### config.mk
export PLATFORM = sky130hd
export DESIGN_NAME = dly_tap_ctrl
export DESIGN_NICKNAME = d
export VERILOG_FILES = /design/src/rtl/dly_tap_pkg.sv /design/src/rtl/dly_tap_stage.sv /design/src/rtl/dly_tap_counter.sv /design/src/rtl/dly_tap_lane.sv /design/src/rtl/dly_tap_ctrl.sv
export SDC_FILE = /design/constraint.sdc
export NUM_CORES = 1
export LEC_CHECK = 0
export ABC_AREA = 1
export CORE_MARGIN = 10
export CORE_UTILIZATION = 42
export DETAILED_ROUTE_END_ITERATION = 7
export HOLD_SLACK_MARGIN = 0.15
export PLACE_DENSITY = 0.86
export SYNTH_ARGS = -nofsm -noshare
export SYNTH_HDL_FRONTEND = slang
export SYNTH_SLANG_ARGS = --single-unit
### constraint.sdc
create_clock -name clk -period 4.6 [get_ports clk]
set_input_delay 0.46 -clock clk [delete_from_list [all_inputs] [get_ports clk]]
set_output_delay 0.46 -clock clk [all_outputs]
set_load 0.01 [all_outputs]
### src/rtl/dly_tap_pkg.sv
package dly_tap_pkg;

    localparam int unsigned FULL_SCALE_PS = 1250;

    typedef enum logic [1:0] {
        DLY_STATIC = 2'd0,
        DLY_STEP   = 2'd1,
        DLY_LOAD   = 2'd2
    } dly_kind_e;

    typedef enum logic {
        ST_TRACK  = 1'b0,
        ST_STAGED = 1'b1
    } stage_state_e;

    typedef enum logic [2:0] {
        ACT_HOLD,
        ACT_UP,
        ACT_DOWN,
        ACT_SET,
        ACT_PRESET
    } tap_act_e;

    // Preset in taps: ps values scale linearly onto the full tap range.
    function automatic int unsigned preset_to_taps(input int unsigned value,
                                                   input bit in_ps,
                                                   input int unsigned max_tap);
        int unsigned t;
        t = in_ps ? (value * max_tap) / FULL_SCALE_PS : value;
        return (t > max_tap) ? max_tap : t;
    endfunction

endpackage

### src/rtl/dly_tap_stage.sv
module dly_tap_stage
    import dly_tap_pkg::*;
#(
    parameter int        TAP_BITS = 9,
    parameter dly_kind_e KIND     = DLY_LOAD,
    parameter bit        MANUAL   = 1'b0
) (
    input  logic                clk,
    input  logic                rst_act,
    input  logic                ce,
    input  logic                inc,
    input  logic                load,
    input  logic [TAP_BITS-1:0] val,
    output tap_act_e            act,
    output logic [TAP_BITS-1:0] act_val
);

    localparam bit STAGING = (KIND == DLY_LOAD) && MANUAL;

    stage_state_e        st_q, st_d;
    logic [TAP_BITS-1:0] stg_q;
    logic                cap;
    tap_act_e            step_act;

    // state register
    always_ff @(posedge clk) begin
        st_q <= st_d;
        if (rst_act)  stg_q <= '0;
        else if (cap) stg_q <= val;
    end

    // next state
    always_comb begin
        st_d = st_q;
        cap  = 1'b0;
        if (rst_act) begin
            st_d = ST_TRACK;
        end else if (STAGING) begin
            unique case (st_q)
                ST_TRACK: begin
                    if (load && !ce) begin
                        st_d = ST_STAGED;
                        cap  = 1'b1;
                    end
                end
                ST_STAGED: begin
                    if (load && !ce)     cap  = 1'b1;
                    else if (load && ce) st_d = ST_TRACK;
                end
            endcase
        end
    end

    // outputs
    always_comb begin
        step_act = ce ? (inc ? ACT_UP : ACT_DOWN) : ACT_HOLD;
        act      = ACT_HOLD;
        act_val  = val;
        if (rst_act) begin
            act = ACT_PRESET;
        end else if (KIND == DLY_STEP) begin
            act = step_act;
        end else if (KIND == DLY_LOAD) begin
            if (STAGING) begin
                if (load && ce) begin
                    if (st_q == ST_STAGED) begin
                        act     = ACT_SET;
                        act_val = stg_q;
                    end
                end else if (!load) begin
                    act = step_act;
                end
            end else begin
                act = load ? ACT_SET : step_act;
            end
        end
    end

    generate
        if (STAGING) begin : g_stage_chk
            AST_STAGE_CAPTURE: assert property (@(posedge clk) disable iff (rst_act)
                (load && !ce) |=> (st_q == ST_STAGED));
            AST_COMMIT_EMPTIES: assert property (@(posedge clk) disable iff (rst_act)
                (st_q == ST_STAGED && load && ce) |=> (st_q == ST_TRACK));
        end
    endgenerate

    AST_RESET_DISCARDS: assert property (@(posedge clk) disable iff (rst_act)
        $fell(rst_act) |-> (st_q == ST_TRACK));

endmodule

### src/rtl/dly_tap_counter.sv
module dly_tap_counter
    import dly_tap_pkg::*;
#(
    parameter int          TAP_BITS  = 9,
    parameter int unsigned PRESET    = 0,
    parameter bit          PRESET_PS = 1'b0
) (
    input  logic                clk,
    input  logic                rst_act,
    input  tap_act_e            act,
    input  logic [TAP_BITS-1:0] val,
    output logic [TAP_BITS-1:0] tap
);

    localparam int unsigned         MAX_TAP_I  = (1 << TAP_BITS) - 1;
    localparam logic [TAP_BITS-1:0] MAX_TAP    = TAP_BITS'(MAX_TAP_I);
    localparam logic [TAP_BITS-1:0] PRESET_TAP =
        TAP_BITS'(preset_to_taps(PRESET, PRESET_PS, MAX_TAP_I));

    logic [TAP_BITS-1:0] tap_q;

    always_ff @(posedge clk) begin
        unique case (act)
            ACT_PRESET: tap_q <= PRESET_TAP;
            ACT_SET:    tap_q <= val;
            ACT_UP:     if (tap_q != MAX_TAP) tap_q <= tap_q + 1'b1;
            ACT_DOWN:   if (tap_q != '0)      tap_q <= tap_q - 1'b1;
            ACT_HOLD:   ;
            default:    ;
        endcase
    end

    assign tap = tap_q;

    AST_PRESET_AFTER_RESET: assert property (@(posedge clk) disable iff (rst_act)
        $fell(rst_act) |-> (tap_q == PRESET_TAP));
    AST_STEP_UP: assert property (@(posedge clk) disable iff (rst_act)
        (act == ACT_UP && tap_q != MAX_TAP) |=> (tap_q == $past(tap_q) + 1'b1));
    AST_STEP_DOWN: assert property (@(posedge clk) disable iff (rst_act)
        (act == ACT_DOWN && tap_q != '0) |=> (tap_q == $past(tap_q) - 1'b1));
    AST_SAT_HIGH: assert property (@(posedge clk) disable iff (rst_act)
        (act == ACT_UP && tap_q == MAX_TAP) |=> (tap_q == MAX_TAP));
    AST_SAT_LOW: assert property (@(posedge clk) disable iff (rst_act)
        (act == ACT_DOWN && tap_q == '0) |=> (tap_q == '0));
    AST_HOLD_STABLE: assert property (@(posedge clk) disable iff (rst_act)
        (act == ACT_HOLD) |=> $stable(tap_q));
    AST_SET_VALUE: assert property (@(posedge clk) disable iff (rst_act)
        (act == ACT_SET) |=> (tap_q == $past(val)));

endmodule

### src/rtl/dly_tap_lane.sv
module dly_tap_lane
    import dly_tap_pkg::*;
#(
    parameter int          TAP_BITS  = 9,
    parameter dly_kind_e   KIND      = DLY_LOAD,
    parameter int unsigned PRESET    = 0,
    parameter bit          PRESET_PS = 1'b0,
    parameter bit          MANUAL    = 1'b0,
    parameter bit          CLK_INV   = 1'b0,
    parameter bit          RST_INV   = 1'b0
) (
    input  logic                clk,
    input  logic                rst_dly,
    input  logic                ce,
    input  logic                inc,
    input  logic                load,
    input  logic [TAP_BITS-1:0] tap_in,
    output logic [TAP_BITS-1:0] tap_out
);

    logic                ck;
    logic                rst_act;
    tap_act_e            act;
    logic [TAP_BITS-1:0] act_val;

    assign ck      = clk ^ CLK_INV;
    assign rst_act = rst_dly ^ RST_INV;

    dly_tap_stage #(
        .TAP_BITS (TAP_BITS),
        .KIND     (KIND),
        .MANUAL   (MANUAL)
    ) u_stage (
        .clk     (ck),
        .rst_act (rst_act),
        .ce      (ce),
        .inc     (inc),
        .load    (load),
        .val     (tap_in),
        .act     (act),
        .act_val (act_val)
    );

    dly_tap_counter #(
        .TAP_BITS  (TAP_BITS),
        .PRESET    (PRESET),
        .PRESET_PS (PRESET_PS)
    ) u_counter (
        .clk     (ck),
        .rst_act (rst_act),
        .act     (act),
        .val     (act_val),
        .tap     (tap_out)
    );

endmodule

### src/rtl/dly_tap_ctrl.sv
module dly_tap_ctrl
    import dly_tap_pkg::*;
#(
    parameter int          TAP_BITS    = 9,
    parameter dly_kind_e   KIND        = DLY_LOAD,
    parameter int unsigned PRESET      = 0,
    parameter bit          PRESET_PS   = 1'b0,
    parameter bit          MANUAL      = 1'b0,
    parameter bit          CLK_INV     = 1'b0,
    parameter bit          RST_INV     = 1'b0,
    parameter bit          CASCADE     = 1'b0,
    parameter dly_kind_e   KIND_X      = DLY_LOAD,
    parameter int unsigned PRESET_X    = 0,
    parameter bit          PRESET_X_PS = 1'b0,
    parameter bit          MANUAL_X    = 1'b0,
    parameter bit          CLK_X_INV   = 1'b0,
    parameter bit          RST_X_INV   = 1'b0
) (
    input  logic                clk,
    input  logic                rst_dly,
    input  logic                ce,
    input  logic                inc,
    input  logic                load,
    input  logic [TAP_BITS-1:0] tap_in,
    output logic [TAP_BITS-1:0] tap_out,
    input  logic                clk_x,
    input  logic                rst_dly_x,
    input  logic                ce_x,
    input  logic                inc_x,
    input  logic                load_x,
    input  logic [TAP_BITS-1:0] tap_in_x,
    output logic [TAP_BITS-1:0] tap_out_x,
    output logic [TAP_BITS:0]   tap_sum
);

    logic [TAP_BITS-1:0] tap_x_w;

    dly_tap_lane #(
        .TAP_BITS  (TAP_BITS),
        .KIND      (KIND),
        .PRESET    (PRESET),
        .PRESET_PS (PRESET_PS),
        .MANUAL    (MANUAL),
        .CLK_INV   (CLK_INV),
        .RST_INV   (RST_INV)
    ) u_lane_main (
        .clk     (clk),
        .rst_dly (rst_dly),
        .ce      (ce),
        .inc     (inc),
        .load    (load),
        .tap_in  (tap_in),
        .tap_out (tap_out)
    );

    generate
        if (CASCADE) begin : g_cascade
            dly_tap_lane #(
                .TAP_BITS  (TAP_BITS),
                .KIND      (KIND_X),
                .PRESET    (PRESET_X),
                .PRESET_PS (PRESET_X_PS),
                .MANUAL    (MANUAL_X),
                .CLK_INV   (CLK_X_INV),
                .RST_INV   (RST_X_INV)
            ) u_lane_ext (
                .clk     (clk_x),
                .rst_dly (rst_dly_x),
                .ce      (ce_x),
                .inc     (inc_x),
                .load    (load_x),
                .tap_in  (tap_in_x),
                .tap_out (tap_x_w)
            );
        end else begin : g_single
            logic unused_x_pins;
            assign unused_x_pins = ^{clk_x, rst_dly_x, ce_x, inc_x, load_x, tap_in_x};
            assign tap_x_w = '0;
        end
    endgenerate

    assign tap_out_x = tap_x_w;
    assign tap_sum   = {1'b0, tap_out} + {1'b0, tap_x_w};

endmodule

==> summary.md, run 1 <==
| Metric | Value |
|---|---|
| CP bufs+invs | `2` |
| Post-CTS Hold Fix Bufs | `0` |
| Final Cycle Share | `51.4%` |
| Critical path launch point type | `input port` |
| Max-cap violation count | `0` |
| Largest area contributor in the netlist | `edfxtp_1` |
| Clock skew | `0.000602 ns` |
| Largest net degree at the start of global routing | `10` |
| CP dominant cell by count | `nand2_1` |
| Reg2reg path depth | `5` |
| Hold Fails Final Rpt | `0` |
| Critical-path top delay cell | `clkdlybuf4s50_1` |
| Final setup viols | `0` |
| Vias in the first global route | `973` |
| Mapped Cells | `147` |
| Via/cell ratio | `between 4 and 5` |
| Total CTS buffers | `3` |
| Drt drc | `0` |
| Relative slew slack | `37.1%` |
| Power density over cell area | `212 nW/um2` |
| Max reg flops | `9` |
| CTS tree | `done` |
| Least-Margin Pin Slew | `0.943 ns` |
| Cts repair resizes | `0` |
| Post-synthesis sequential element count | `9` |
| Ys async rst share | `0%` |
| Pleak | `0.000644 uW` |
| DP HPWL | `around 2300 um` |
| Status | `finished clean` |
| Setup Crit Path Kind | `input port to register` |
| Clock sink count | `9` |
| Cells taking the most area after synthesis | `edfxtp_1 (26%), nand2_1 (17%), buf_4 (14%), ha_1 (8.6%), inv_1 (7.7%)` |
| Critical path capture point type | `register` |
| Max rail drop VDD | `125 uV` |
| First drt pass iteration count | `4` |
| RSZ-0062 raised after global routing | `false` |
| DRT antenna net count | `0` |
| Synth warn | `0` |
| Syn-to-layout area delta | `25.7%` |
| Die Ht | `69.3 um` |
| FMAX | `~420 MHz` |
| Reg clk slew, reported paths | `0.06 ns` |
| Share of the synthesized area in the top cell type | `between 20% and 30%` |
| Syn avg cell area | `6.95 um2` |
| Via Count | `about 1000` |
| Leading register cell type out of synthesis | `edfxtp_1` |
| Total negative slack | `0 ns` |
| Port Buffers | `31` |
| Final worst slack | `2.23 ns` |
| Iter 0 DRT Violations | `73` |
| Nets | `209` |
| Setup WS pre-CTS | `about 2.0 ns` |
| Core Area | `~2300 um2` |
| Global-route wire length before repair | `roughly 4400 um` |
| Hold crit path type | `register to register` |
| Worst Path Required | `4.63 ns` |
| Setup Buffers After CTS | `0` |
| Core Rows | `17` |
| Seq/Total Area, Yosys | `26.5%` |
| Ratio of cells with drive above 1 in the final layout | `under 10%` |
| Post-layout min period | `2.37 ns` |
| Wire length per cell | `13.7 um` |
| Hold path depth | `1` |
| Clock root buffer | `clkbuf_4` |
| EDFF count, synth | `9` |
| GRT Util Overall | `10.6%` |
| CP delay by family, top | `buffers and inverters` |
| Antenna violations before repair | `0` |
| Final Max Slew Viols | `0` |
| CTS Buffer Depth | `2` |
| Worst Path Max Fanout | `7` |
| Clk_lat worst skew | `0.27 ns` |
| Max incr delay on CP | `around 0.48 ns` |
| Synth unique cells | `22` |
| Die width | `69.3 um` |
| I/O pin count | `56` |
| Synthesized cell area | `1020 um2` |
| H-tree Lvls | `1` |
| Crit path cell chain | `clkdlybuf4s50_1 -> nor2_4 -> nand3_2 -> inv_1 -> ha_1 -> a21oi_2 -> nand2_2 -> a21oi_1 -> nand2_1 -> nand3_1 -> nand2_1` |
| Final WL | `2740 um` |
| Placed insts | `196` |
| Number of cells on the critical path | `11` |
| Antenna Cells | `0` |
| Die area | `4800 um2` |
| Final GP Congestion | `0.869` |
| Crit path DAT | `2.40 ns` |
| Initial Util | `45.3%` |
| Non-Filler Instances | `200` |
| Congestion Overflow GR | `0` |
[cell families after synthesis]
| logic type | after synthesis | share of synthesized area, % |
|---|---|---|
| AO/OA/AOI/OAI | 12 | 6.62 |
| XOR/XNOR | 1 | 0.858 |
| adder cells (fa/ha/maj) | 8 | 10.5 |
| buffers and inverters | 41 | 22.1 |
| flip-flops | 9 | 26.5 |
| other | 1 | 0.367 |
| AND/OR/NAND/NOR | 75 | 33.1 |
[routing by layer]
metal	global-route usage, %	vias to the layer above	wire length (um)
met5	0	-	0
met4	5.54	0	42
met3	2.57	5	212
met2	19.3	38	1420
met1	10.7	447	1070
li1	-	483	-
[cells in the mapped netlist, types with 2 or more instances]
master,number
ha_1,7
o21ai_1,2
nand2_1,47
nand3b_1,3
nor2_1,7
buf_4,19
o21ai_0,4
nand3_1,6
a21oi_2,2
edfxtp_1,9
inv_1,21
nand2_2,4
nor2_2,2
nand4_1,3
a21oi_1,4
[power by group]
part / total (uW) / switching [uW] / internal [uW]
Clock: 64.6 / 31.0 / 33.6
Combinational: 96.6 / 48.1 / 48.5
Sequential: 111 / 11.1 / 99.5
Total: 272 / 90.2 / 182
[layout by cell type (no fill, tap or decap), types with 4 or more instances in the layout]
cell | netlist | final
inv_1 | 21 | 21
nand3_1 | 6 | 6
a21oi_1 | 4 | 4
nand2_2 | 4 | 4
conb_1 | 1 | 10
nand2_1 | 47 | 47
ha_1 | 7 | 7
o21ai_0 | 4 | 4
clkdlybuf4s50_1 | 0 | 31
edfxtp_1 | 9 | 9
nor2_1 | 7 | 7
[worst paths after layout]
path | from | endpoint | slack, ns
worst max-delay path | rst_dly | u_lane_main.u_counter.tap[8] | 2.23
worst min register to register | u_lane_main.u_counter.tap[0] | u_lane_main.u_counter.tap[0] | 0.75
worst min-delay path | u_lane_main.u_counter.tap[0] | u_lane_main.u_counter.tap[0] | 0.75
worst max register to register | u_lane_main.u_counter.tap[0] | u_lane_main.u_counter.tap[8] | 2.70
[metrics by stage]
stage / power, uW / utilization [%] / instance area [um2] / hold WS [ns]
6_report: 272 / 56.9 / 1280 / 0.753
2_1_floorplan: 172 / - / 1050 / 0.646
3_3_place_gp: 205 / 55.8 / 1260 / 0.744
4_1_cts: 273 / 56.9 / 1280 / 0.766
5_1_grt: 287 / 56.9 / 1280 / 0.824
3_5_place_dp: 209 / 55.8 / 1260 / 0.752
[cell type report]
cell class	count	area, um2
Fill cell	215	971
Multi-Input combinational cell	106	559
Timing Repair Buffer	31	310
Sequential cell	9	270
Inverter	22	82.6
Tap cell	28	35.0
Clock buffer	4	26.3
Power figures use the tool's default switching activity.
==> inputs of run 2 (changes only) <==
Settings changed: CORE_UTILIZATION 42 to 35, PLACE_DENSITY 0.86 to 0.77.
Clock period 4.6 ns to 2.1 ns, I/O delays scaled along.
==> run 2 against run 1 <==
Against the previous run: global-route usage fell by 1.1 points; via count rose by 0.10%; critical path depth fell by 5; combinational power rose by 140%; worst hold slack got worse by 0.17 ns; non-clock buffer count rose by 14; flip-flop and latch count did not move; die area rose by 14%; register-to-register slack got worse by 2.5 ns; routed wire length fell by 4.6%; cell count rose by 8.5%; critical path type unchanged.
==> summary.md, run 2 (synthesis results as in run 1) <==
| Metric | Value |
|---|---|
| Hold crit path type | `input port to register (was register to register)` |
| Worst Path Max Fanout | `9 (was 7)` |
| FF-to-FF End | `u_lane_main.u_counter.tap[5] (was u_lane_main.u_counter.tap[8])` |
| Relative slew slack | `33.9% (was 37.1%)` |
| Via Count | `974 (was 973)` |
| Total CTS buffers | `3 (unchanged)` |
| Reg2reg path depth | `5 (unchanged)` |
| DP HPWL | `2120 um (was 2260 um)` |
| FMAX | `514 MHz` |
| Commonest non-fill, non-tap cell in the layout | `nand2_1 (unchanged)` |
| Least-Margin Pin Slew | `0.991 ns (was 0.943 ns)` |
| Total power | `618 uW (was 272 uW)` |
| Syn-to-layout area delta | `36.6% (was 25.7%)` |
| Comb power frac | `38.1% (was 35.5%)` |
| Power density over cell area | `443 nW/um2 (was 212 nW/um2)` |
| Critical path capture point type | `register (unchanged)` |
| Clock skew | `0.00761 ns (was 0.000602 ns)` |
| Port Buffers | `31 (unchanged)` |
| Final Max Slew Viols | `0 (unchanged)` |
| Commonest cells after routing, fill and taps aside | `nand2_1 (47), clkdlybuf4s50_1 (30), inv_1 (20) (was nand2_1 (47), clkdlybuf4s50_1 (31), inv_1 (21))` |
| CTS tree | `done (unchanged)` |
| Hold WS | `0.586 ns (was 0.753 ns)` |
| Placement Cell Area | `1370 um2 (was 1260 um2)` |
| Post-layout min period | `1.95 ns` |
| Final setup viols | `0 (unchanged)` |
| GRT Util Overall | `9.48% (was 10.6%)` |
| Setup Buffers After CTS | `0 (unchanged)` |
| DRT antenna net count | `0 (unchanged)` |
| Setup Crit Path Kind | `input port to register (unchanged)` |
| Wire length per cell | `12.0 um (was 13.7 um)` |
| CTS Buffer Depth | `2 (unchanged)` |
| Max rail drop VDD | `277 uV (was 125 uV)` |
| Worst Path Required | `1.98 ns (was 4.63 ns)` |
| R2r startpoint | `u_lane_main.u_counter.tap[0] (unchanged)` |
| Antenna violations before repair | `0 (unchanged)` |
| Vias in the first global route | `946 (was 973)` |
| Nets | `223 (was 209)` |
| Core Area | `2780 um2 (was 2250 um2)` |
| Post-CTS Hold Fix Bufs | `0 (unchanged)` |
| I/O pin count | `56 (unchanged)` |
| Clock root buffer | `clkbuf_4 (unchanged)` |
| Non-Filler Instances | `217 (was 200)` |
| Sequential share of power | `39.1% (was 40.7%)` |
| Critical path launch point type | `input port (unchanged)` |
| Hold Fails Final Rpt | `0 (unchanged)` |
| Max reg flops | `9 (unchanged)` |
| Worst hold endpoint | `u_lane_main.u_counter.tap[3] (was u_lane_main.u_counter.tap[0])` |
| Largest net degree at the start of global routing | `10 (unchanged)` |
| Status | `finished clean (unchanged)` |
| Pleak | `0.000719 uW (was 0.000644 uW)` |
| Final WL | `2610 um (was 2740 um)` |
| Critical-path top delay cell | `a21oi_1 (was clkdlybuf4s50_1)` |
| Final GP Congestion | `0.823 (was 0.869)` |
| Via/cell ratio | `4.49 (was 4.87)` |
| Switching Power | `199 uW (was 90.2 uW)` |
| Max incr delay on CP | `0.76 ns (was 0.48 ns)` |
| RSZ-0062 raised after global routing | `false (unchanged)` |
| Max-cap violation count | `0 (unchanged)` |
| Fin area | `1400 um2 (was 1280 um2)` |
| Clock Power Share | `22.8% (was 23.8%)` |
| Congestion Overflow GR | `0 (unchanged)` |
| Crit path DAT | `1.83 ns (was 2.40 ns)` |
| Clk_lat worst skew | `0.27 ns (about the same)` |
| Drt drc | `0 (unchanged)` |
| Core Rows | `19 (was 17)` |
| Initial Util | `36.7% (was 45.3%)` |
| Hold path depth | `5 (was 1)` |
| Final Cycle Share | `92.7%` |
| R2R Setup Slk | `0.18 ns (was 2.70 ns)` |
| H-tree Lvls | `1 (unchanged)` |
| Iter 0 DRT Violations | `39 (was 73)` |
| Die Ht | `74.0 um (was 69.3 um)` |
| Cts repair resizes | `0 (unchanged)` |
| Crit path cell chain | `clkdlybuf4s50_1 -> nor2_4 -> buf_4 -> nand4_1 -> nor2_1 -> a21oi_1 (was clkdlybuf4s50_1 -> nor2_4 -> nand3_2 -> inv_1 -> ha_1 -> a21oi_2 -> nand2_2 -> a21oi_1 -> nand2_1 -> nand3_1 -> nand2_1)` |
| Clock sink count | `9 (unchanged)` |
| Placed insts | `213 (was 196)` |
| Internal power | `420 uW (was 182 uW)` |
| Antenna Cells | `0 (unchanged)` |
| Layout fillers | `288 (was 215)` |
| Ratio of cells with drive above 1 in the final layout | `15.6% (was 8.14%)` |
| Die area | `5480 um2 (was 4800 um2)` |
| Die width | `74.0 um (was 69.3 um)` |
| Reg clk slew, reported paths | `0.07 ns (was 0.06 ns)` |
| Global-route wire length before repair | `4140 um (was 4350 um)` |
| Sw frac | `32.1% (was 33.2%)` |
| Hold path start | `rst_dly (was u_lane_main.u_counter.tap[0])` |
| First drt pass iteration count | `4 (unchanged)` |
==> run 2: worst max path at each step <==
stage	slack, ns	from	depth (start not counted)	endpoint
finish	0.15	load	6	u_lane_main.u_counter.tap[5]
global route	0.03	load	13	u_lane_main.u_counter.tap[6]
CTS	0.12	rst_dly	11	u_lane_main.u_counter.tap[7]
detailed placement	-0.16	rst_dly	11	u_lane_main.u_counter.tap[7]
global placement	-0.11	rst_dly	11	u_lane_main.u_counter.tap[7]
floorplan	0.37	u_lane_main.u_counter.tap[0]	10	u_lane_main.u_counter.tap[8]
==> run 2: per-stage QoR <==
stage / setup TNS (ns) / util, % / setup WS [ns]
final: 0 / 50.2 / 0.153
after global routing: 0 / 50.2 / 0.0290
after floorplan: 0 / - / 0.375
after CTS: 0 / 50.1 / 0.119
after detailed placement: -1.83 / 49.1 / -0.156
after global placement: -1.12 / 49.1 / -0.111
==> run 2: worst max-delay path, delay by kind of cell <==
family	cells	cell delay, ns
simple gates	3	0.20
compound gates	1	0.76
buf+inv	2	0.66
==> run 2: layout make-up <==
| cell class | instances | area (um2) | area share (%) |
|---|---|---|---|
| Clock buffer | 4 | 26.3 | 1.88 |
| Multi-Input combinational cell | 106 | 559 | 40.1 |
| Timing Repair Buffer | 45 | 418 | 30.0 |
| Tap cell | 31 | 38.8 | 2.78 |
| Sequential cell | 9 | 270 | 19.4 |
| Inverter | 22 | 82.6 | 5.92 |
==> run 2: per-layer routing <==
| layer | vias up | GRT usage [%] | part of all wire [%] |
|---|---|---|---|
| li1 | 518 | - | - |
| met3 | 2 | 2.66 | 7.2 |
| met4 | 0 | 3.11 | 0.31 |
| met2 | 26 | 16.3 | 48 |
| met5 | - | 0 | 0 |
| met1 | 428 | 11.1 | 45 |
==> run 2: power by group through the flow <==
stage               clock, uW  combinational, uW  sequential [uW]
finish                    141                236              241
global route              160                260              245
CTS                       151                238              242
detailed placement          0                237              246
global placement            0                233              245
floorplan                   0                129              247
==> inputs of run 3 (changes only) <==
Settings changed: PLACE_DENSITY 0.77 to 0.86.
==> run 3 against run 2 <==
Against the previous run: global-route usage grew 0.19 points; cell count grew 0.92%; worst hold slack lost 0.0098 ns; routed wire length grew 4.0%; clock skew shrank 0.0020 ns; fmax is essentially flat; clock-buffer cell count is the same; critical path type unchanged.
==> summary.md, run 3 (synthesis results as in run 1) <==
| Metric | Value |
|---|---|
| Clock skew | `0.00561 ns (was 0.00761 ns)` |
| Critical path capture point type | `register (unchanged)` |
| Via/cell ratio | `4.59 (was 4.49)` |
| Final worst slack | `0.155 ns (was 0.153 ns)` |
| Clock root buffer | `clkbuf_4 (unchanged)` |
| Core Rows | `19 (unchanged)` |
| Crit path DAT | `1.99 ns (was 1.83 ns)` |
| Setup WS pre-CTS | `-0.185 ns (was -0.156 ns)` |
| Max reg flops | `9 (unchanged)` |
| Max-cap violation count | `0 (unchanged)` |
| Global-route wire length before repair | `4190 um (was 4140 um)` |
| DRT antenna net count | `0 (unchanged)` |
| H-tree Lvls | `1 (unchanged)` |
| Commonest cells after routing, fill and taps aside | `nand2_1 (47), clkdlybuf4s50_1 (30), inv_1 (20) (unchanged)` |
| Placement Cell Area | `1370 um2 (about the same)` |
| Syn-to-layout area delta | `38.1% (was 36.6%)` |
| Core Area | `2780 um2 (unchanged)` |
| Post-layout min period | `1.95 ns (about the same)` |
| Hold Fails Final Rpt | `0 (unchanged)` |
| Die Ht | `74.0 um (unchanged)` |
| Nets | `225 (was 223)` |
| Wire length per cell | `12.4 um (was 12.0 um)` |
| Util after Layout | `50.7% (was 50.2%)` |
| Post-CTS Hold Fix Bufs | `0 (unchanged)` |
| Hold crit path type | `input port to register (unchanged)` |
| Drt drc | `0 (unchanged)` |
| Clk_lat worst skew | `0.28 ns (was 0.27 ns)` |
| Antenna violations before repair | `0 (unchanged)` |
| Power density over cell area | `447 nW/um2 (was 443 nW/um2)` |
| Setup Crit Path Kind | `input port to register (unchanged)` |
| Fin area | `1410 um2 (was 1400 um2)` |
| Reg clk slew, reported paths | `0.07 ns (about the same)` |
| Critical path launch point type | `input port (unchanged)` |
| Total CTS buffers | `3 (unchanged)` |
| CTS Buffer Depth | `2 (unchanged)` |
| Total power | `630 uW (was 618 uW)` |
| Final Max Slew Viols | `0 (unchanged)` |
| FMAX | `514 MHz (about the same)` |
| Final GP Congestion | `0.847 (was 0.823)` |
| Max rail drop VDD | `341 uV (was 277 uV)` |
| Final Cycle Share | `92.6% (was 92.7%)` |
| Worst Path Max Fanout | `5 (was 9)` |
| GRT Util Overall | `9.67% (was 9.48%)` |
| Antenna Cells | `0 (unchanged)` |
| Clock sink count | `9 (unchanged)` |
| Die area | `5480 um2 (unchanged)` |
| Final WL | `2720 um (was 2610 um)` |
| First drt pass iteration count | `4 (unchanged)` |
| Final setup viols | `0 (unchanged)` |
| DP HPWL | `2210 um (was 2120 um)` |
| Congestion Overflow GR | `0 (unchanged)` |
| Initial Util | `36.7% (unchanged)` |
| CTS tree | `done (unchanged)` |
| Vias in the first global route | `947 (was 946)` |
| Commonest non-fill, non-tap cell in the layout | `nand2_1 (unchanged)` |
| Ratio of cells with drive above 1 in the final layout | `16.5% (was 15.6%)` |
| Worst Path Required | `2.14 ns (was 1.98 ns)` |
| Port Buffers | `31 (unchanged)` |
| I/O pin count | `56 (unchanged)` |
| RSZ-0062 raised after global routing | `false (unchanged)` |
| Iter 0 DRT Violations | `53 (was 39)` |
| Via Count | `1005 (was 974)` |
| Die width | `74.0 um (unchanged)` |
| Pleak | `0.000729 uW (was 0.000719 uW)` |
| Status | `finished clean (unchanged)` |
| Largest net degree at the start of global routing | `10 (unchanged)` |
-- run 3: changes by cell type in the layout (fill, tap and decap cells not counted) --
cell   before  now
buf_4      14   16
-- run 3: final timing paths --
kind | cells after the start | end | from | slack, ns
max | 13 | u_lane_main.u_counter.tap[6] | load | 0.15
min | 5 | u_lane_main.u_counter.tap[5] | rst_dly | 0.58
max reg2reg | 10 | u_lane_main.u_counter.tap[6] | u_lane_main.u_counter.tap[1] | 0.36
min reg2reg | 2 | u_lane_main.u_counter.tap[0] | u_lane_main.u_counter.tap[0] | 0.75
-- run 3: through the flow --
| step | hold slack (ns) | std cells | setup TNS (ns) |
|---|---|---|---|
| floorplan | 0.396 | 156 | 0 |
| global placement | 0.721 | 214 | -0.516 |
| detailed placement | 0.745 | 214 | -0.731 |
| CTS | 0.578 | 218 | 0 |
| global route | 0.598 | 219 | 0 |
| finish | 0.577 | 219 | 0 |
-- run 3: final cells by class --
class                           instances  area (um2)
Fill cell                             279        1370
Multi-Input combinational cell        106         559
Timing Repair Buffer                   47         433
Sequential cell                         9         270
Inverter                               22        82.6
Tap cell                               31        38.8
Clock buffer                            4        26.3
-- run 3: critical path, stage by stage --
cell and delay [ns]:
clkdlybuf4s50_1 0.46, nor2_4 0.12, nand3_2 0.10, buf_4 0.15
fa_1 0.39, inv_1 0.08, nand3_1 0.08, nand2_2 0.12
nand2_2 0.07, nand2_1 0.06, nand2_1 0.04, nand3_1 0.06
nand2_1 0.05
-- run 3: what timing repair did --
action | in CTS | in global routing
setup endpoints to repair | 0 | 3
gates resized for setup | 0 | 2
buffers inserted | 0 | 1
-- run 3: routing by layer --
layer | track usage (%) | vias to the layer above | wire, um | share of wire, %
met2 | 16.3 | 36 | 1310 | 48
li1 | - | 519 | - | -
met5 | 0 | - | 0 | 0
met4 | 7.66 | 0 | 96 | 3.5
met3 | 1.73 | 8 | 223 | 8.2
met1 | 10.4 | 442 | 1090 | 40
-- run 3: power by group --
part / switching [uW] / internal, uW / leakage [uW] / total, uW
registers: 21.8 / 217 / 0.000102 / 239
logic: 111 / 132 / 0.000612 / 243
clock network: 73.4 / 73.8 / 0.0000150 / 147
